`src/rtl/lbm_pkg.sv`:
```
package lbm_pkg;

  typedef enum logic [1:0] {
    ST_IDLE,
    ST_ADDR,
    ST_DATA
  } lbm_state_e;

  // Strobes from control to datapath, one clock each.
  typedef struct packed {
    logic load;       // take a new request
    logic advance;    // step to the next beat
    logic latchWr;    // capture wrData into the hold lanes
    logic captureRd;  // capture lbDatIn as a read beat
  } lbm_strobe_t;

endpackage

```
`src/rtl/lbm_ctrl.sv`:
```
module lbm_ctrl
  import lbm_pkg::*;
#(
  parameter int BEAT_W = 3
) (
  input  logic              clk,
  input  logic              rstN,
  input  logic              isMaster,
  input  logic              reqValid,
  input  logic              reqWrite,
  input  logic [BEAT_W-1:0] reqBeats,
  input  logic              lastBeat,
  input  logic              curWrite,
  input  logic              rdyN,
  input  logic              brdyN,
  output logic              reqReady,
  output logic              adsActive,
  output logic              busy,
  output logic              blastActive,
  output logic              slvEnable,
  output logic              xferDone,
  output lbm_strobe_t       stb
);

  lbm_state_e stateQ, stateD;
  logic       singleQ, singleD;
  logic       accept, inData, rdyHit, brdyHit, beatDone, cycleEnd;

  always_comb begin
    accept      = (stateQ == ST_IDLE) && isMaster && reqValid;
    inData      = (stateQ == ST_DATA);
    rdyHit      = inData && !rdyN;
    brdyHit     = inData && !brdyN;
    beatDone    = rdyHit || brdyHit;
    blastActive = inData && (singleQ || lastBeat);
    // plain ready always closes the bus cycle; burst ready only with burst-last
    cycleEnd    = rdyHit || blastActive;
  end

  always_comb begin
    stateD  = stateQ;
    singleD = singleQ;
    unique case (stateQ)
      ST_IDLE: begin
        if (accept) begin
          stateD  = ST_ADDR;
          singleD = (reqBeats <= BEAT_W'(1));
        end
      end
      ST_ADDR: stateD = ST_DATA;
      ST_DATA: begin
        if (beatDone) begin
          if (rdyHit) singleD = 1'b1;
          if (lastBeat)      stateD = ST_IDLE;
          else if (cycleEnd) stateD = ST_ADDR;
          else               stateD = ST_DATA;
        end
      end
      default: stateD = ST_IDLE;
    endcase
  end

  always_ff @(posedge clk or negedge rstN) begin
    if (!rstN) begin
      stateQ   <= ST_IDLE;
      singleQ  <= 1'b0;
      xferDone <= 1'b0;
    end else begin
      stateQ   <= stateD;
      singleQ  <= singleD;
      xferDone <= beatDone && lastBeat;
    end
  end

  always_comb begin
    reqReady      = (stateQ == ST_IDLE) && isMaster;
    adsActive     = (stateQ == ST_ADDR);
    busy          = (stateQ != ST_IDLE);
    slvEnable     = (stateQ == ST_IDLE) && !isMaster;
    stb.load      = accept;
    stb.advance   = beatDone && !lastBeat;
    stb.latchWr   = (accept && reqWrite) || (beatDone && !lastBeat && curWrite);
    stb.captureRd = beatDone && !curWrite;
  end

endmodule

```
`src/rtl/lbm_dpath.sv`:
```
module lbm_dpath
  import lbm_pkg::*;
#(
  parameter int ADDR_W    = 30,
  parameter int DATA_W    = 32,
  parameter int BEAT_W    = 3,
  parameter int SLV_OFS_W = 3,
  localparam int LANES    = DATA_W / 8,
  localparam int BASE_W   = ADDR_W - SLV_OFS_W
) (
  input  logic                 clk,
  input  logic                 rstN,
  input  lbm_strobe_t          stb,
  input  logic                 slvEnable,
  input  logic                 reqWrite,
  input  logic                 reqMem,
  input  logic                 reqData,
  input  logic [ADDR_W-1:0]    reqAddr,
  input  logic [BEAT_W-1:0]    reqBeats,
  input  logic [LANES-1:0]     reqBeN,
  input  logic [DATA_W-1:0]    wrData,
  input  logic [DATA_W-1:0]    lbDatIn,
  input  logic [ADDR_W-1:0]    lbAddrIn,
  input  logic                 lbAdsNIn,
  input  logic                 lbMioIn,
  input  logic                 lbWrIn,
  input  logic [LANES-1:0]     lbBeNIn,
  input  logic [BASE_W-1:0]    slvBase,
  output logic                 lastBeat,
  output logic                 curWrite,
  output logic [ADDR_W-1:0]    addrQ,
  output logic                 mioQ,
  output logic                 dcQ,
  output logic [LANES-1:0]     beNQ,
  output logic [DATA_W-1:0]    wrHold,
  output logic                 rdValid,
  output logic [DATA_W-1:0]    rdData,
  output logic                 slvHit,
  output logic [SLV_OFS_W-1:0] slvOffset,
  output logic                 slvWrite,
  output logic [LANES-1:0]     slvBeN
);

  logic [BEAT_W-1:0] remQ;
  logic              writeQ;
  logic              slvMatch;

  assign lastBeat = (remQ == BEAT_W'(1));
  assign curWrite = writeQ;

  always_ff @(posedge clk or negedge rstN) begin
    if (!rstN) begin
      addrQ  <= '0;
      remQ   <= '0;
      writeQ <= 1'b0;
      mioQ   <= 1'b0;
      dcQ    <= 1'b0;
      beNQ   <= '1;
    end else if (stb.load) begin
      addrQ  <= reqAddr;
      remQ   <= (reqBeats == '0) ? BEAT_W'(1) : reqBeats;
      writeQ <= reqWrite;
      mioQ   <= reqMem;
      dcQ    <= reqData;
      beNQ   <= (reqBeats <= BEAT_W'(1)) ? reqBeN : '0;
    end else if (stb.advance) begin
      addrQ  <= addrQ + 1'b1;
      remQ   <= remQ - 1'b1;
    end
  end

  // Write data hold, one register per byte lane.
  for (genvar g = 0; g < LANES; g++) begin : g_lane
    always_ff @(posedge clk or negedge rstN) begin
      if (!rstN)            wrHold[g*8 +: 8] <= '0;
      else if (stb.latchWr) wrHold[g*8 +: 8] <= wrData[g*8 +: 8];
    end
  end

  always_ff @(posedge clk or negedge rstN) begin
    if (!rstN) begin
      rdValid <= 1'b0;
      rdData  <= '0;
    end else begin
      rdValid <= stb.captureRd;
      if (stb.captureRd) rdData <= lbDatIn;
    end
  end

  // I/O slave decode on a foreign address strobe.
  assign slvMatch = slvEnable && !lbAdsNIn && !lbMioIn &&
                    (lbAddrIn[ADDR_W-1:SLV_OFS_W] == slvBase);

  always_ff @(posedge clk or negedge rstN) begin
    if (!rstN) begin
      slvHit    <= 1'b0;
      slvOffset <= '0;
      slvWrite  <= 1'b0;
      slvBeN    <= '1;
    end else begin
      slvHit <= slvMatch;
      if (slvMatch) begin
        slvOffset <= lbAddrIn[SLV_OFS_W-1:0];
        slvWrite  <= lbWrIn;
        slvBeN    <= lbBeNIn;
      end
    end
  end

endmodule

```
`src/rtl/lbm_engine.sv`:
```
module lbm_engine
  import lbm_pkg::*;
#(
  parameter int ADDR_W    = 30,
  parameter int DATA_W    = 32,
  parameter int MAX_BEATS = 4,
  parameter int SLV_OFS_W = 3,
  localparam int LANES    = DATA_W / 8,
  localparam int BEAT_W   = $clog2(MAX_BEATS + 1),
  localparam int BASE_W   = ADDR_W - SLV_OFS_W
) (
  input  logic                 clk,
  input  logic                 rstN,
  input  logic                 isMaster,
  input  logic                 reqValid,
  output logic                 reqReady,
  input  logic                 reqWrite,
  input  logic                 reqMem,
  input  logic                 reqData,
  input  logic [ADDR_W-1:0]    reqAddr,
  input  logic [BEAT_W-1:0]    reqBeats,
  input  logic [LANES-1:0]     reqBeN,
  input  logic [DATA_W-1:0]    wrData,
  output logic                 wrTake,
  output logic                 rdValid,
  output logic [DATA_W-1:0]    rdData,
  output logic                 xferDone,
  output logic [ADDR_W-1:0]    lbAddrOut,
  output logic                 lbAddrOe,
  output logic                 lbAdsN,
  output logic                 lbMioOut,
  output logic                 lbDcOut,
  output logic                 lbWrOut,
  output logic [LANES-1:0]     lbBeNOut,
  output logic                 lbBlastN,
  output logic [DATA_W-1:0]    lbDatOut,
  output logic                 lbDatOe,
  input  logic                 lbRdyN,
  input  logic                 lbBrdyN,
  input  logic [DATA_W-1:0]    lbDatIn,
  input  logic [ADDR_W-1:0]    lbAddrIn,
  input  logic                 lbAdsNIn,
  input  logic                 lbMioIn,
  input  logic                 lbWrIn,
  input  logic [LANES-1:0]     lbBeNIn,
  input  logic [BASE_W-1:0]    slvBase,
  output logic                 slvHit,
  output logic [SLV_OFS_W-1:0] slvOffset,
  output logic                 slvWrite,
  output logic [LANES-1:0]     slvBeN
);

  lbm_strobe_t stb;
  logic        lastBeat, curWrite, adsActive, busy, blastActive, slvEnable;

  lbm_ctrl #(.BEAT_W(BEAT_W)) u_ctrl (
    .clk         (clk),
    .rstN        (rstN),
    .isMaster    (isMaster),
    .reqValid    (reqValid),
    .reqWrite    (reqWrite),
    .reqBeats    (reqBeats),
    .lastBeat    (lastBeat),
    .curWrite    (curWrite),
    .rdyN        (lbRdyN),
    .brdyN       (lbBrdyN),
    .reqReady    (reqReady),
    .adsActive   (adsActive),
    .busy        (busy),
    .blastActive (blastActive),
    .slvEnable   (slvEnable),
    .xferDone    (xferDone),
    .stb         (stb)
  );

  lbm_dpath #(
    .ADDR_W    (ADDR_W),
    .DATA_W    (DATA_W),
    .BEAT_W    (BEAT_W),
    .SLV_OFS_W (SLV_OFS_W)
  ) u_dpath (
    .clk       (clk),
    .rstN      (rstN),
    .stb       (stb),
    .slvEnable (slvEnable),
    .reqWrite  (reqWrite),
    .reqMem    (reqMem),
    .reqData   (reqData),
    .reqAddr   (reqAddr),
    .reqBeats  (reqBeats),
    .reqBeN    (reqBeN),
    .wrData    (wrData),
    .lbDatIn   (lbDatIn),
    .lbAddrIn  (lbAddrIn),
    .lbAdsNIn  (lbAdsNIn),
    .lbMioIn   (lbMioIn),
    .lbWrIn    (lbWrIn),
    .lbBeNIn   (lbBeNIn),
    .slvBase   (slvBase),
    .lastBeat  (lastBeat),
    .curWrite  (curWrite),
    .addrQ     (lbAddrOut),
    .mioQ      (lbMioOut),
    .dcQ       (lbDcOut),
    .beNQ      (lbBeNOut),
    .wrHold    (lbDatOut),
    .rdValid   (rdValid),
    .rdData    (rdData),
    .slvHit    (slvHit),
    .slvOffset (slvOffset),
    .slvWrite  (slvWrite),
    .slvBeN    (slvBeN)
  );

  assign wrTake   = stb.latchWr;
  assign lbAddrOe = busy;
  assign lbAdsN   = !adsActive;
  assign lbBlastN = !blastActive;
  assign lbWrOut  = curWrite;
  assign lbDatOe  = busy && curWrite;

endmodule

```
`config.mk`:
```
export PLATFORM = sky130hd
export DESIGN_NAME = lbm_engine
export DESIGN_NICKNAME = d
export VERILOG_FILES = /design/src/rtl/lbm_pkg.sv /design/src/rtl/lbm_ctrl.sv /design/src/rtl/lbm_dpath.sv /design/src/rtl/lbm_engine.sv
export SDC_FILE = /design/constraint.sdc
export NUM_CORES = 1
export LEC_CHECK = 0
export BUFFER_PORTS_ARGS = -buffer_cell sky130_fd_sc_hd__buf_2
export CAP_MARGIN = 20
export CORE_AREA = 10 10 126 128
export DETAILED_ROUTE_END_ITERATION = 16
export DIE_AREA = 0 0 136 138
export PLACE_DENSITY = 0.72
export SYNTH_ARGS = -nofsm -noshare
export SYNTH_HDL_FRONTEND = slang
export SYNTH_SLANG_ARGS = --single-unit
```
`constraint.sdc`:
```
create_clock -name clk -period 1.88 [get_ports clk]
set_input_delay 0.188 -clock clk [delete_from_list [all_inputs] [get_ports clk]]
set_output_delay 0.188 -clock clk [all_outputs]
set_load 0.01 [all_outputs]
```
# Yosys cells after proc, flatten, opt, wreduce, memory -nomap -nowiden
# Index checks and enable logic that the tools add are counted.
# totals
word_cells,79
inputBits,174
output_inout_bits,118
reg_bits,118
# op_classes
n_reduce_logical,35
n_mux,15
order_cmp,1
add_sub_neg,2
eq_ne,7
# op_table
op,count
$mux W30,2
$add A30 B1 Y30 const B,1
$eq A27 B27 Y1,1
$logic_and A1 B1 Y1,15
$logic_not A1 Y1,9
$mux W3,3
$mux W2,4
$pmux W2 S3,1
$reduce_bool A2 Y1,3
$logic_or A1 B1 Y1,4
$mux W4,1
$ne A2 B2 Y1 const B,2
$reduce_and A4 Y1,1
$eq A3 B1 Y1 const B,1
$le A3 B1 Y1 const B,1
$logic_not A3 Y1,1
$mux W1,3
$sub A3 B1 Y3 const B,1
$eq A2 B1 Y1 const B,1
$eq A2 B2 Y1 const B,1
$logic_not A2 Y1,1
$ne A2 B1 Y1 const B,1
$pmux W1 S2,1
$reduce_and A2 Y1,1

# Logic depth before layout (Yosys ltp)
# Gate-level depths: netlist of the first run.
# logic_depth
depth_word,8
ltp_mapped,8
mapped_depth_nobuf,7

# Modules after synthesis
# Synthesis of the first run repeated with hierarchy kept, for this count alone.
# unflattened
hier_cells,453
hier_area_um2,5491.5
# by_module_without_submodules
module,seq_area_each_um2,area_per_inst_um2,cells_each,n_inst
lbm_dpath,2862.7,5212.5,422,1
lbm_ctrl,100.1,265.3,28,1
lbm_engine,0.0,13.8,3,1

# Worst setup path before layout of the first run
# OpenSTA, ideal clock, no wires.
# synth_path
path_kind,reg2reg
start,reg u_ctrl.stateQ[1]
end,reg u_dpath.slvOffset[0]
required_ps,1755
setup_time_ps,125
arrival_time_ps,1793
path_slack_ps,-38
period_less_slack_ps,1918
stages_incl_launch_ff,7
n_path_buf,0
path_cell_list,dfrtp_1 nor2_2 inv_1 nor4_1 nand4_1 nor4_4 mux2_2
# synth_via
elab_chain_len,5
# synth_lines
item,line,text
from (decl),lbm_ctrl.sv:25,"lbm_state_e stateQ, stateD;"
from (signal assigned),lbm_ctrl.sv:69,stateQ <= stateD;
$logic_not A2 Y1,lbm_ctrl.sv:79,slvEnable = (stateQ == ST_IDLE) && !isMaster;
$logic_and A1 B1 Y1,lbm_ctrl.sv:79,
$logic_and A1 B1 Y1 (3 in series),lbm_dpath.sv:91,assign slvMatch = slvEnable && !lbAdsNIn && !lbMioIn &&
net u_dpath.slvMatch,lbm_dpath.sv:46,logic slvMatch;
to (signal assigned),lbm_dpath.sv:103,slvOffset <= lbAddrIn[SLV_OFS_W-1:0];
to (decl),lbm_dpath.sv:39,"output logic [SLV_OFS_W-1:0] slvOffset,"
# The timed path passes the listed nets, and every way through them passes these cells.
# A chain may end at the register's enable or synchronous reset.

# Worst setup path in the final report of the first run
# layout_path
start,reg u_dpath.remQ[1]
end,out wrTake
# layout_via
elab_chain_len,5
# layout_lines
item,line,text
from (decl),lbm_dpath.sv:44,logic [BEAT_W-1:0] remQ;
from (signal assigned),lbm_dpath.sv:61,remQ <= (reqBeats == '0) ? BEAT_W'(1) : reqBeats;
from (signal assigned),lbm_dpath.sv:68,remQ <= remQ - 1'b1;
$eq A3 B1 Y1,lbm_dpath.sv:48,assign lastBeat = (remQ == BEAT_W'(1));
$logic_not A1 Y1,lbm_ctrl.sv:82,stb.latchWr = (accept && reqWrite) || (beatDone && !lastBeat && curWrite);
$logic_and A1 B1 Y1 (2 in series),lbm_ctrl.sv:82,
$logic_or A1 B1 Y1,lbm_ctrl.sv:82,
to (decl),lbm_engine.sv:24,"output logic wrTake,"
# No other way between the ends.

==> summary.md, run 1 <==
| Metric | Value |
|---|---|
| Share of layout cells above drive strength 1 | 53.88% |
| H-tree depth | 4 |
| Synth area leader | dfrtp_1 |
| Hold Path Class | in -> reg |
| Crit Reg-Reg Startpoint | u_ctrl.stateQ[0] |
| Critical Path AT | 1.68 ns |
| CTS tree | done |
| Leak | 4.234 nW |
| DIE HEIGHT | 138 um |
| Crit Path Category | reg -> out |
| Maximum clock path buffer count | 2 |
| CP endpoint kind | output port |
| Final setup fails | 0 |
| Synth Net Count | 643 |
| Largest net degree at the start of global routing | 67 |
| R2r setup slk | 0.03 ns |
| Fin. Hold Viols | 0 |
| Yosys cell types | 30 |
| FF-to-FF End | u_dpath.wrHold[14] |
| Core Footprint | 13,500 um^2 |
| Hold Crit Depth | 3 |
| Power Total | 13.19 mW |
| Final Cycle Share | 99.44% |
| Most frequent cells in the layout | buf_2, dfrtp_1, mux2_2, dlygate4sd3_1, nand2_1 |
| Final WL | 18,490 um |
| Root Driver | clkbuf_16 |
| Vias in the first global route | 5,485 |
| Peak supply drop | 0.6866 mV |
| CTS Buf Count | 17 |
| Flops & latches, synth | 118 |
| Via total after detailed routing | 5,080 |
| Final cell count without fillers | 1,057 |
| Layout area overhead | 65.54% |
| DR DRC count | 0 |
| Min-delay src | reqAddr[20] |
| Rows | 43 |
| Data required, critical path | 1.69 ns |
| Antenna violation net count after detailed routing | 0 |
| Synth top area share | 51.26% |
| Routability Congestion | 0.7672 |
| Setup ws final | 0.01052 ns |
| FMAX | 0.5349 GHz |
| HPWL after detailed placement | 13,360 um |
| Most common cell after layout, fill and taps aside | buf_2 |
| Clock Latency Late Sink | 0.41 ns |
| First-pass GRT wire length | 28,260 um |
| Max_slew headroom | 72.08% |
| Die ar. | 18,770 um^2 |
| Post-layout net count | 1,041 |
| Port Buffer Count | 291 |
| Routed len/inst | 17.50 um |
| Worst slack at placement | -0.06910 ns |
| Max Slew Vio Count | 0 |
| Final Core Density | 65.83% |
| Initial DRC count | 216 |
| Worst hold endpoint | u_dpath.addrQ[20] |
| Placed instance count | 949 |
| Gate count after technology mapping | 466 |
| PwrDens | 1483 nW/um^2 |
| Yosys warning count | 0 |
| Mapped Area | 5370 um^2 |
| Clock sink count | 118 |
| Max-cap violations | 0 |
| Total GRT Usage | 18.79% |
| Setup Skew | 0.004678 ns |
| Clk pin slew, worst setup/hold paths | 0.05 ns |
| Remaining Overflow, GRT | 0 |
| Min Tclk post-route | 1.869 ns |
| Status | completed |
| Startpoint types | register |
| R2R depth | 8 |
| Die X-Extent | 136 um |
| Sequential share of the synthesized area | 55.17% |
| IO Count | 292 |
| RSZ-0062 raised after global routing | yes |
| Starting density of the core | 39.77% |
| CP max FO | 2 |
| First-pass detailed-route iteration total | 6 |
| Ranking of synthesized cells by area | dfrtp_1, mux2_2, xnor2_1 |
| Slew @ Worst Pin | 0.4188 ns |
| Syn_area_per_cell | 11.52 um^2 |
| Via/cell ratio | 4.806 |
| Initial antenna violation count | 2 |
-- worst max-delay path by stage --
stage	from	slack, ns	to	cells after the start
final	u_dpath.remQ[1]	0.01	wrTake	9
after detailed placement	slvBase[19]	-0.07	u_dpath.slvOffset[0]	8
after CTS	u_dpath.remQ[1]	-0.05	wrTake	9
after global routing	u_dpath.remQ[0]	-0.08	u_dpath.addrQ[18]	7
after floorplan	u_dpath.addrQ[2]	0.1	u_dpath.addrQ[29]	6
after global placement	slvBase[19]	-0.05	u_dpath.slvWrite	8
-- cell usage after synthesis --
cell      instances
a21oi_1           4
a31oi_1           2
and2_1            4
and2b_1           1
and3_1            8
and4_1            2
buf_2             7
clkbuf_1         12
dfrtp_1         110
dfstp_2           8
ha_1              3
inv_1             7
mux2_2           72
nand2_1          67
nand2b_1          2
nand3_1          14
nand4_1          10
nand4_2           1
nor2_1           10
nor2_2            1
nor2b_1           1
nor3_1            6
nor4_1           19
nor4_4            1
o211ai_1          1
o21ai_0          33
or2_2             1
or3_1             2
xnor2_1          33
xor2_1           24
-- sequential cells by signal, summed over array words and instances (netlist names), 2 cells and up --
| name | flops |
|---|---|
| u_dpath.rdData | 32 |
| u_ctrl.stateQ | 2 |
| u_dpath.addrQ | 30 |
| u_dpath.wrHold | 32 |
| u_dpath.beNQ | 4 |
| u_dpath.slvBeN | 4 |
| u_dpath.slvOffset | 3 |
| u_dpath.remQ | 3 |
-- critical path, cell delays in order, from the launching register on --
cell,delay (ns)
dfrtp_1,0.38
inv_2,0.08
ha_4,0.14
nand2b_4,0.05
buf_6,0.11
and3_4,0.15
nand2_4,0.07
nand2_4,0.05
buf_12,0.12
buf_6,0.11
-- what timing repair did --
item | in CTS | in global routing
setup endpoints to repair | 9 | 58
endpoints found under the hold margin | 94 | 0
setup buffers | 3 | 3
cloned | 1 | 2
gates resized for setup | 8 | 31
hold buffers | 67 | 0
pin swaps | 1 | 0
-- report_power, final --
| group | switching (mW) | internal, mW |
|---|---|---|
| sequential | 0.748 | 3.72 |
| clock | 1.12 | 2.42 |
| combinational | 2.55 | 2.63 |
-- cells by family after synthesis --
family	Yosys count	share of synthesized area [%]
compound gates	40	3.821
buf+inv	26	1.980
simple gates	150	13.93
xor+xnor	57	9.296
mux	72	15.10
fa+ha+maj	3	0.6990
flops	118	55.17
-- stage by stage --
step                cell area (um^2)  TNS, ns  hold WS, ns
global route                    8890  -0.9346    -0.002851
floorplan                       5370        0      -0.1076
CTS                             8671  -0.3713   0.00001699
detailed placement              7273  -0.3480       0.1524
global placement                7273  -0.2589       0.1579
finish                          8890        0     0.006014
-- cell type report --
class	count	area, um^2
Antenna cell	1	2.502
Clock buffer	24	511.7
Clock inverter	7	140.1
Fill cell	1039	4614
Inverter	7	26.28
Multi-Input combinational cell	322	2474
Sequential cell	118	2963
Tap cell	180	225.2
Timing Repair Buffer	398	2547
-- per-layer routing --
layer / GRT usage, % / part of all wire, %
met1: 19.15 / 37
met2: 32.60 / 50
met3: 7.862 / 9.9
met4: 8.357 / 3.4
met5: 0 / 0
Power figures use the tool's default switching activity.
==> inputs of run 2 (changes only) <==
--- a/constraint.sdc
+++ b/constraint.sdc
@@ -3,2 +3,2 @@
 set_output_delay 0.188 -clock clk [all_outputs]
-set_load 0.01 [all_outputs]
+set_load 0.1 [all_outputs]
==> summary.md, run 2 (synthesis results as in run 1) <==
| Metric | Value |
|---|---|
| First-pass detailed-route iteration total | 4 (was 6) |
| Port Buffer Count | 291 (unchanged) |
| Top Registers | u_dpath.rdData x32, u_dpath.wrHold x32, u_dpath.addrQ x30 (unchanged) |
| Vias in the first global route | 5,670 (was 5,485) |
| Remaining Overflow, GRT | 0 (unchanged) |
| Final Cycle Share | 105.0% (was 99.44%) |
| RSZ-0062 raised after global routing | yes (unchanged) |
| Max_slew headroom | 64.18% (was 72.08%) |
| Clock sink count | 118 (unchanged) |
| CTS Buf Count | 17 (unchanged) |
| CP endpoint kind | output port (unchanged) |
| Post-layout net count | 1,038 (was 1,041) |
| Worst slack at placement | -0.1131 ns (was -0.06910 ns) |
| Routed len/inst | 17.82 um (was 17.50 um) |
| Initial DRC count | 128 (was 216) |
| Rows | 43 (unchanged) |
| FMAX | 0.5067 GHz (was 0.5349 GHz) |
| Met3 Track Usage GR | 6.449% (was 7.862%) |
| Grt met2 use | 33.96% (was 32.60%) |
| Setup Skew | 0.007726 ns (was 0.004678 ns) |
| DR DRC count | 0 (unchanged) |
| Maximum clock path buffer count | 2 (unchanged) |
| Root Driver | clkbuf_16 (unchanged) |
| Die X-Extent | 136 um (unchanged) |
| Failing checks | negative setup slack |
| Die ar. | 18,770 um^2 (unchanged) |
| Via/cell ratio | 4.797 (was 4.806) |
| Core Footprint | 13,500 um^2 (unchanged) |
| Routability Congestion | 0.8229 (was 0.7672) |
| Met1 Usage GRT | 20.52% (was 19.15%) |
| First-pass GRT wire length | 29,480 um (was 28,260 um) |
| DIE HEIGHT | 138 um (unchanged) |
| Critical Path AT | 1.79 ns (was 1.68 ns) |
| Status | finished, violations left (was completed) |
| Via total after detailed routing | 5,075 (was 5,080) |
| Data required, critical path | 1.69 ns (about the same) |
| Max Slew Vio Count | 0 (unchanged) |
| Layout area overhead | 67.19% (was 65.54%) |
| Total GRT Usage | 19.63% (was 18.79%) |
| Final hold slack | 0.01656 ns (was 0.006014 ns) |
| Most frequent cells in the layout | buf_2, dfrtp_1, dlygate4sd3_1, nand2_1, mux2_2 (was buf_2, dfrtp_1, mux2_2, dlygate4sd3_1, nand2_1) |
| Antenna violation net count after detailed routing | 0 (unchanged) |
| H-tree depth | 4 (unchanged) |
| Initial antenna violation count | 4 (was 2) |
| CTS tree | done (unchanged) |
| Starting density of the core | 39.77% (unchanged) |
| Most common cell after layout, fill and taps aside | buf_2 (unchanged) |
| Setup ws final | -0.09365 ns (was 0.01052 ns) |
| Crit Path Category | reg -> out (unchanged) |
| Startpoint types | register (unchanged) |
| CP max FO | 3 (was 2) |
| Min Tclk post-route | 1.974 ns (was 1.869 ns) |
| Clk pin slew, worst setup/hold paths | 0.05 ns (about the same) |
| HPWL after detailed placement | 13,540 um (was 13,360 um) |
| Final setup fails | 24 (was 0) |
| Fin. Hold Viols | 0 (unchanged) |
| Fill cell count | 980 (was 1,039) |
| IO Count | 292 (unchanged) |
| Max-cap violations | 0 (unchanged) |
| Final WL | 18,850 um (was 18,490 um) |
| Slew @ Worst Pin | 0.5410 ns (was 0.4188 ns) |
| Hold Path Class | in -> reg (unchanged) |
| Gr busiest metal | met2 (unchanged) |
| Largest net degree at the start of global routing | 67 (unchanged) |
| Final Core Density | 66.49% (was 65.83%) |
| Share of layout cells above drive strength 1 | 57.21% (was 53.88%) |
| Clock Latency Late Sink | 0.41 ns (about the same) |
==> run 2: layout make-up <==
cell class,instances,area (um^2),area share [%]
diodes,4,10.01,0.1115
clock buffers,20,446.7,4.975
clock inverters,12,151.4,1.686
inverters,7,30.03,0.3344
multi-input cells,322,2535,28.23
flip-flops and latches,118,3033,33.78
well taps,180,225.2,2.508
repair buffers,395,2547,28.37
==> run 2: worst paths after layout <==
| kind | from | end | slack [ns] | cells past startpoint |
|---|---|---|---|---|
| worst max-delay path | u_ctrl.stateQ[0] | wrTake | -0.09 | 7 |
| worst min-delay path | lbDatIn[12] | u_dpath.rdData[12] | 0.02 | 2 |
| worst max register to register | u_ctrl.stateQ[0] | u_dpath.wrHold[29] | -0.08 | 8 |
| worst min register to register | u_dpath.beNQ[1] | u_dpath.beNQ[1] | 0.45 | 2 |
| max in group asynchronous | rstN | u_dpath.beNQ[0] | 0.93 | 3 |
| min in group asynchronous | rstN | u_dpath.wrHold[5] | 0.25 | 2 |
==> run 2: layer usage <==
metal / share of wire [%] / wire length [um]
met1: 36 / 6840
met2: 52 / 9811
met3: 8.5 / 1603
met4: 3.2 / 596
met5: 0 / 0
==> run 2: through the flow <==
step	cell area, um^2	cells	TNS (ns)
after global placement	7322	941	-0.5973
after global routing	8979	1058	-4.197
final	8979	1058	-1.409
after CTS	8791	1049	-0.5351
after detailed placement	7322	941	-0.7288
after floorplan	5488	466	-4.212
==> run 2: timing repair <==
action | 4_1_cts | 5_1_grt
endpoints found under the hold margin | 92 | 1
hold buffers | 67 | 1
gates resized for setup | 27 | 25
setup endpoints to repair | 11 | 62
gates cloned | 2 | 1
pin swaps | 2 | 0
setup buffers | 7 | 3
==> run 2: critical path: stages, from the launching register on <==
cell     delay (ns)
dfrtp_1        0.42
and2b_1        0.26
buf_6          0.11
and3_4         0.19
nand2_4        0.05
nand2_4        0.07
buf_12         0.11
buf_16         0.16
Power of run 2 is left out: the tool's default activity adds up to more than one toggle a clock period on the data nets, which glitch-free logic cannot reach.
==> inputs of run 3 (changes only) <==
Settings changed: CAP_MARGIN 20 to not set, PLACE_DENSITY 0.72 to 0.84.
==> summary.md, run 3 (synthesis results as in run 1) <==
| Metric | Value |
|---|---|
| Starting density of the core | 39.77% (unchanged) |
| Total GRT Usage | 20.17% (was 19.63%) |
| Max-cap violations | 0 (unchanged) |
| Max Slew Vio Count | 0 (unchanged) |
| Slew @ Worst Pin | 0.6179 ns (was 0.5410 ns) |
| Share of layout cells above drive strength 1 | 55.82% (was 57.21%) |
| Clock sink count | 118 (unchanged) |
| Root Driver | clkbuf_16 (unchanged) |
| Routability Congestion | 0.8247 (was 0.8229) |
| Fill cell count | 964 (was 980) |
| Initial DRC count | 205 (was 128) |
| Failing checks | negative setup slack (unchanged) |
| Core Footprint | 13,500 um^2 (unchanged) |
| Final setup fails | 1 (was 24) |
| Post-layout net count | 1,049 (was 1,038) |
| First-pass detailed-route iteration total | 5 (was 4) |
| Most common cell after layout, fill and taps aside | buf_2 (unchanged) |
| Fin. Hold Viols | 0 (unchanged) |
| CTS Buf Count | 17 (unchanged) |
| Worst slack at placement | -0.1259 ns (was -0.1131 ns) |
| First-pass GRT wire length | 30,180 um (was 29,480 um) |
| Crit Path Category | reg -> out (unchanged) |
| Rows | 43 (unchanged) |
| Final WL | 20,140 um (was 18,850 um) |
| CP max FO | 3 (unchanged) |
| Die ar. | 18,770 um^2 (unchanged) |
| Final hold slack | 0.01172 ns (was 0.01656 ns) |
| Clk pin slew, worst setup/hold paths | 0.05 ns (about the same) |
| HPWL after detailed placement | 13,210 um (was 13,540 um) |
| Startpoint types | register (unchanged) |
| RSZ-0062 raised after global routing | yes (unchanged) |
| DR DRC count | 0 (unchanged) |
| H-tree depth | 4 (unchanged) |
| Via total after detailed routing | 5,220 (was 5,075) |
| Port Buffer Count | 291 (unchanged) |
| CP endpoint kind | output port (unchanged) |
| Final Cycle Share | 105.0% (about the same) |
| Die X-Extent | 136 um (unchanged) |
| Setup Skew | 0.006385 ns (was 0.007726 ns) |
| Routed len/inst | 18.87 um (was 17.82 um) |
| Most frequent cells in the layout | buf_2, dfrtp_1, dlygate4sd3_1, nand2_1, mux2_2 (unchanged) |
| FMAX | 0.5066 GHz (was 0.5067 GHz) |
| Status | finished, violations left (unchanged) |
| Max_slew headroom | 58.81% (was 64.18%) |
| Antenna violation net count after detailed routing | 0 (unchanged) |
| Data required, critical path | 1.69 ns (about the same) |
| Clock Latency Late Sink | 0.42 ns (was 0.41 ns) |
| Critical Path AT | 1.79 ns (about the same) |
| Min Tclk post-route | 1.974 ns (about the same) |
| Remaining Overflow, GRT | 0 (unchanged) |
| Hold Path Class | in -> reg (unchanged) |
| Layout area overhead | 68.57% (was 67.19%) |
| Vias in the first global route | 5,673 (was 5,670) |
| Via/cell ratio | 4.892 (was 4.797) |
| Maximum clock path buffer count | 2 (unchanged) |
| Initial antenna violation count | 2 (was 4) |
| Top Registers | u_dpath.rdData x32, u_dpath.wrHold x32, u_dpath.addrQ x30 (unchanged) |
| Largest net degree at the start of global routing | 119 (was 67) |
| DIE HEIGHT | 138 um (unchanged) |
| Setup ws final | -0.09380 ns (was -0.09365 ns) |
| IO Count | 292 (unchanged) |
| Setup TNS | -0.09380 ns (was -1.409 ns) |
| CTS tree | done (unchanged) |
==> run 3: changes by cell type in the layout (fill, tap and decap cells not counted), moves of 3 or more <==
| cell | before | now |
|---|---|---|
| nor3_1 | 3 | 6 |
| nand2_2 | 0 | 3 |
| dlygate4sd3_1 | 68 | 80 |
| nor3_2 | 3 | 0 |
| nor4_4 | 3 | 7 |
| nor4_2 | 13 | 8 |
==> run 3: through the flow <==
step | cell area, um^2 | util [%] | cells
floorplan | 5488 | - | 466
global placement | 7315 | 54.16 | 940
detailed placement | 7315 | 54.16 | 940
CTS | 8841 | 65.47 | 1058
global route | 9052 | 67.03 | 1067
finish | 9052 | 67.03 | 1067
==> run 3: layout make-up <==
cell class                      instances  area, um^2  share of cell area, %
Timing Repair Buffer                  406        2659                  29.37
Multi-Input combinational cell        322        2542                  28.09
Inverter                                7       30.03                 0.3317
Clock inverter                          8       76.32                 0.8431
Clock buffer                           24       481.7                  5.321
Sequential cell                       118        3033                  33.50
Tap cell                              180       225.2                  2.488
Antenna cell                            2       5.005                0.05529
==> run 3: what timing repair did <==
item	4_1_cts	5_1_grt
setup buffers	6	4
setup endpoints to repair	13	62
hold endpoints to repair	188	1
pin swaps	3	6
gates resized for setup	24	26
hold buffers	79	1
gates cloned	1	2
==> run 3: routing by layer <==
layer | track usage, % | vias up | wire length (um)
li1 | - | 2436 | -
met1 | 21.13 | 2515 | 7536
met2 | 36.00 | 225 | 10540
met3 | 6.667 | 44 | 1498
met4 | 8.076 | 0 | 557
met5 | 0 | - | 0
==> run 3: path summary, 6_finish.rpt <==
path | from | end | slack [ns] | cells after the start
setup / recovery | u_dpath.remQ[1] | wrTake | -0.09 | 9
hold / removal | lbBeNIn[1] | u_dpath.slvBeN[1] | 0.01 | 2
max in group asynchronous | rstN | u_dpath.addrQ[8] | 0.95 | 3
hold reg to reg | u_dpath.beNQ[1] | u_dpath.beNQ[1] | 0.45 | 2
setup reg to reg | u_ctrl.stateQ[0] | u_dpath.addrQ[15] | 0.01 | 7
min in group asynchronous | rstN | u_dpath.wrHold[29] | 0.42 | 3
==> run 3: worst max-delay path, stage by stage (launching register included) <==
cell and delay [ns]:
dfrtp_1 0.38, inv_2 0.09, ha_4 0.15, nand2b_4 0.06
buf_6 0.11, and3_4 0.16, nand2_2 0.06, nand2_2 0.07
buf_12 0.13, buf_16 0.16
Power of run 3 is left out for the same reason.
